### src/rtl/branch_resolve.sv
module branch_resolve #(
  parameter int PC_W = 32
) (
  input  logic            clk,
  input  logic            rst_n,
  input  logic [3:0]      jcode,
  input  logic            use_reg,
  input  logic            wide,
  input  logic [63:0]     a_val,
  input  logic [63:0]     b_val,
  input  logic [31:0]     imm,
  input  logic [15:0]     offs,
  input  logic [PC_W-1:0] pc,
  output logic [PC_W-1:0] next_pc,
  output logic            taken,
  output logic            illegal,
  output logic            is_call,
  output logic            is_exit
);

  logic [63:0] opb, ua, ub, disp;
  logic signed [63:0] sa, sb;
  logic hit, bad, call_h, exit_h;
  logic [PC_W-1:0] seq_pc, tgt_pc;

  assign opb = use_reg ? b_val : {{32{imm[31]}}, imm};
  assign ua  = wide ? a_val : {32'd0, a_val[31:0]};
  assign ub  = wide ? opb   : {32'd0, opb[31:0]};
  assign sa  = wide ? a_val : {{32{a_val[31]}}, a_val[31:0]};
  assign sb  = wide ? opb   : {{32{opb[31]}}, opb[31:0]};

  always_comb begin
    hit    = 1'b0;
    bad    = 1'b0;
    call_h = 1'b0;
    exit_h = 1'b0;
    disp   = {{48{offs[15]}}, offs};
    case (jcode)
      4'h0: if (use_reg) bad = 1'b1;
            else begin
              hit = 1'b1;
              if (!wide) disp = {{32{imm[31]}}, imm};
            end
      4'h1: hit = (ua == ub);
      4'h2: hit = (ua > ub);
      4'h3: hit = (ua >= ub);
      4'h4: hit = |(ua & ub);
      4'h5: hit = (ua != ub);
      4'h6: hit = (sa > sb);
      4'h7: hit = (sa >= sb);
      4'h8: if (wide && !use_reg) call_h = 1'b1; else bad = 1'b1;
      4'h9: if (wide && !use_reg) exit_h = 1'b1; else bad = 1'b1;
      4'ha: hit = (ua < ub);
      4'hb: hit = (ua <= ub);
      4'hc: hit = (sa < sb);
      4'hd: hit = (sa <= sb);
      default: bad = 1'b1;
    endcase
  end

  assign seq_pc = pc + PC_W'(1);
  assign tgt_pc = seq_pc + disp[PC_W-1:0];

  always_ff @(posedge clk) begin
    if (!rst_n) begin
      next_pc <= '0;
      taken   <= 1'b0;
      illegal <= 1'b0;
      is_call <= 1'b0;
      is_exit <= 1'b0;
    end else begin
      next_pc <= hit ? tgt_pc : seq_pc;
      taken   <= hit;
      illegal <= bad;
      is_call <= call_h;
      is_exit <= exit_h;
    end
  end

endmodule

### config.mk
export PLATFORM = sky130hd
export DESIGN_NAME = branch_resolve
export DESIGN_NICKNAME = d
export VERILOG_FILES = /design/src/rtl/branch_resolve.sv
export SDC_FILE = /design/constraint.sdc
export NUM_CORES = 1
export LEC_CHECK = 0
export BUFFER_PORTS_ARGS = -buffer_cell sky130_fd_sc_hd__buf_2
export CAP_MARGIN = 40
export CORE_MARGIN = 4
export CORE_UTILIZATION = 50
export CTS_CLUSTER_SIZE = 12
export DETAILED_ROUTE_END_ITERATION = 8
export GPL_TIMING_DRIVEN = 0
export HOLD_SLACK_MARGIN = 0.12
export PLACE_DENSITY = 0.82
export SLEW_MARGIN = 20
export SYNTH_ARGS = -nofsm -noshare
export SYNTH_HDL_FRONTEND = slang
export SYNTH_SLANG_ARGS = --single-unit
### constraint.sdc
create_clock -name clk -period 5.1 [get_ports clk]
set_input_delay 0.51 -clock clk [delete_from_list [all_inputs] [get_ports clk]]
set_output_delay 0.51 -clock clk [all_outputs]
set_load 0.005 [all_outputs]
==> out/metrics.yaml <==
outcome: "completed"
netlist_area_sq_um: 8490
critPathBufInv: 6
root_buffer: "clkbuf_16"
die_h_microns: 138
cap_violations: 0
synth_cells: 1205
syn_area_per_cell_sq_um: 7.04
min_path_type: "input pin to register"
min_period_ps: 4910
layout-drive-gt1-share_pct: 20.2
grt_pass1_vias: 9430
dp_slack_ps: -1020
cp_cell_sequence: "buf_2, clkbuf_2, buf_2, clkbuf_2, mux2i_1, inv_1, ha_1, nor4_1, nand4_1, nor4_1, a41oi_1, a21oi_1, o21ai_0, a32oi_2, buf_2, nand3_1, a21oi_1"
hold_viol: 0
fin_crit_sh_pct: 96.4
setup_tns_ps: 0
path_depth: 17
synth_edf_count: 0
initial_utilization_pct: 51.2
post_dp_cell_area_sq_um: 10000
cts_buffers: 5
synth_cell_types: 72
first_pass_iters: 5
yosys.area.top_type: "ha_1"
leakage_nw: 5.59
synth_warnings: 0
cp.required_ps: 5310
drv_slew: 0
antenna_found_initial: 4
io-pin-count: 252
grt_overflow: 0
cp_top_family: "buffers and inverters"
grt_pass1_wl_microns: 46700
arrival_ps: 5120
ant_nets: 0
crit_slowest_cell: "nor4_1"
setup_viol: 0
final_util_pct: 61.6
worst_pin_slew_ps: 863
wl_per_cell_microns: 17.5
fmax_mhz: 203
synth.net_count: 1614
drcViolationCount: 0
synth_ff_type: "dfxtp_1"
critPathLaunchType: "input pin"
gp_congestion: 0.955
clkSinkCount: 36
power_density_nw_per_um2: 167
die_area_sq_um: 19100
fin_nets: 1873
portBuffers: 250
synthArstFlopShare_pct: 0
gr-usage-all-layers_pct: 29.4
core_sq_um: 16600
row_count: 47
slowest_delay_ps: 570
ys_ff_latch: 36
clkSlewWorstSetupHoldPaths_ps: 80
critPathMaxFanout: 10
synth_area_leaders: "ha_1 28%, dfxtp_1 8.5%, a21oi_1 7.8%"
p_total_mw: 1.70
hold_buffers: 0
finalWirelength_microns: 29500
slew_headroom_pct: 41.9
clockBufferDepth: 2
crit_start: "use_reg"
final_cell_mix: "257 x buf_2, 192 x ha_1, 163 x nand2_1, 132 x a21oi_1, 110 x inv_1"
grt_max_degree: 13
cts_tree: "yes"
finalNonFillerCells: 1686
ys_seq_area_share_pct: 8.49
path_class: "input pin to register"
crit_top_cell: "buf_2"
vias: 9667
dp_hpwl_microns: 25300
synth_top_area_share_pct: 28.3
hold_ws_ps: 487
rsz0062_at_grt: "no"
final_cell_area_sq_um: 10200
area_growth_pct: 20.3
ir_drop_v: 0.000153
drt_iter0_drc: 799
end_kind: "register"
layout_commonest_cell: "buf_2"
vias_per_cell: 5.73
chipWidth_microns: 138
fin_ws_ps: 185
endpoint: "next_pc[3]$_SDFF_PN0_"
cts_max_level: 2
dp_cells: 1675
==> worst min-delay path by stage <==
stage                   from            endpoint  cells after the start
floorplan           jcode[0]  is_call$_SDFF_PN0_                      1
global placement    jcode[0]  is_call$_SDFF_PN0_                      2
detailed placement  jcode[0]  is_call$_SDFF_PN0_                      2
CTS                 jcode[0]  is_call$_SDFF_PN0_                      2
global route        jcode[0]  is_call$_SDFF_PN0_                      2
finish              jcode[0]  is_call$_SDFF_PN0_                      2
==> state kept, by name, summed over array words and instances, names as in the netlist <==
name     flops
next_pc     32
illegal      1
taken        1
is_exit      1
is_call      1
==> cells by family (layout without fill, tap and decap cells) <==
kind of cell             after synthesis  in the layout  synth area share [%]
other                                  0              1                     0
flip-flops                            36             36                  8.49
buffers and inverters                158            418                  7.39
XOR/XNOR                              57             57                  5.88
AND/OR/NAND/NOR                      441            441                  24.9
AO/OA/AOI/OAI                        284            284                  20.4
multiplexers                          36             36                  4.38
adder cells (fa/ha/maj)              193            193                  28.5
==> synth_stat cells (2+ instances only) <==
cell type    n
ha_1       192
buf_6        3
buf_2        5
nand2b_1    10
o21bai_1     3
and3_1      15
clkbuf_1    36
o21a_1       2
xnor2_1     42
xor2_1      15
and2_1       6
nand3_1     59
nor2b_1     39
inv_1      110
nor3_1      13
nand2_1    163
o22ai_1      2
a211oi_1     8
nor2_1      68
a2111oi_0    2
or3_1        4
o31ai_1      3
a21boi_0     3
nor4_1      23
and4_1       3
a31oi_1      2
a221o_1      2
a21oi_2      3
a21oi_1    132
dfxtp_1     36
nand4_1     32
o21ai_1     31
mux2i_1     32
a21o_1      36
o211ai_1     7
o21ai_0     27
==> what timing repair did <==
| item | CTS | global route |
|---|---|---|
| gates resized for setup | 5 | 16 |
| pin swaps | 0 | 1 |
| buffers inserted | 0 | 1 |
| endpoints found under the setup margin | 33 | 33 |
==> final cells by class <==
cell class / count / area [sq um]
Buffer: 47 / 224
Inverter: 111 / 417
Clock buffer: 5 / 125
Tap cell: 220 / 275
Timing Repair Buffer: 252 / 1260
Sequential cell: 36 / 721
Fill cell: 1579 / 6370
Clock inverter: 3 / 18.8
Multi-Input combinational cell: 1011 / 7170
Antenna cell: 1 / 2.50
==> power by group <==
group          leakage (nW)  total (mW)  internal (mW)  switching (mW)
Clock                0.0736       0.327          0.181           0.146
Combinational          5.21        1.04          0.442           0.598
Sequential            0.299       0.335          0.324          0.0110
Total                  5.59        1.70          0.946           0.754
==> per-layer routing <==
metal  GRT usage (%)  share of wire [%]  up-vias
met1            37.6                 41     4383
met2            49.5                 46      453
li1                -                  -     4742
met5               0               0.15        -
met3            4.63                8.6       81
met4            11.6                4.2        8
Note: power is estimated with default switching activity, not from simulation.
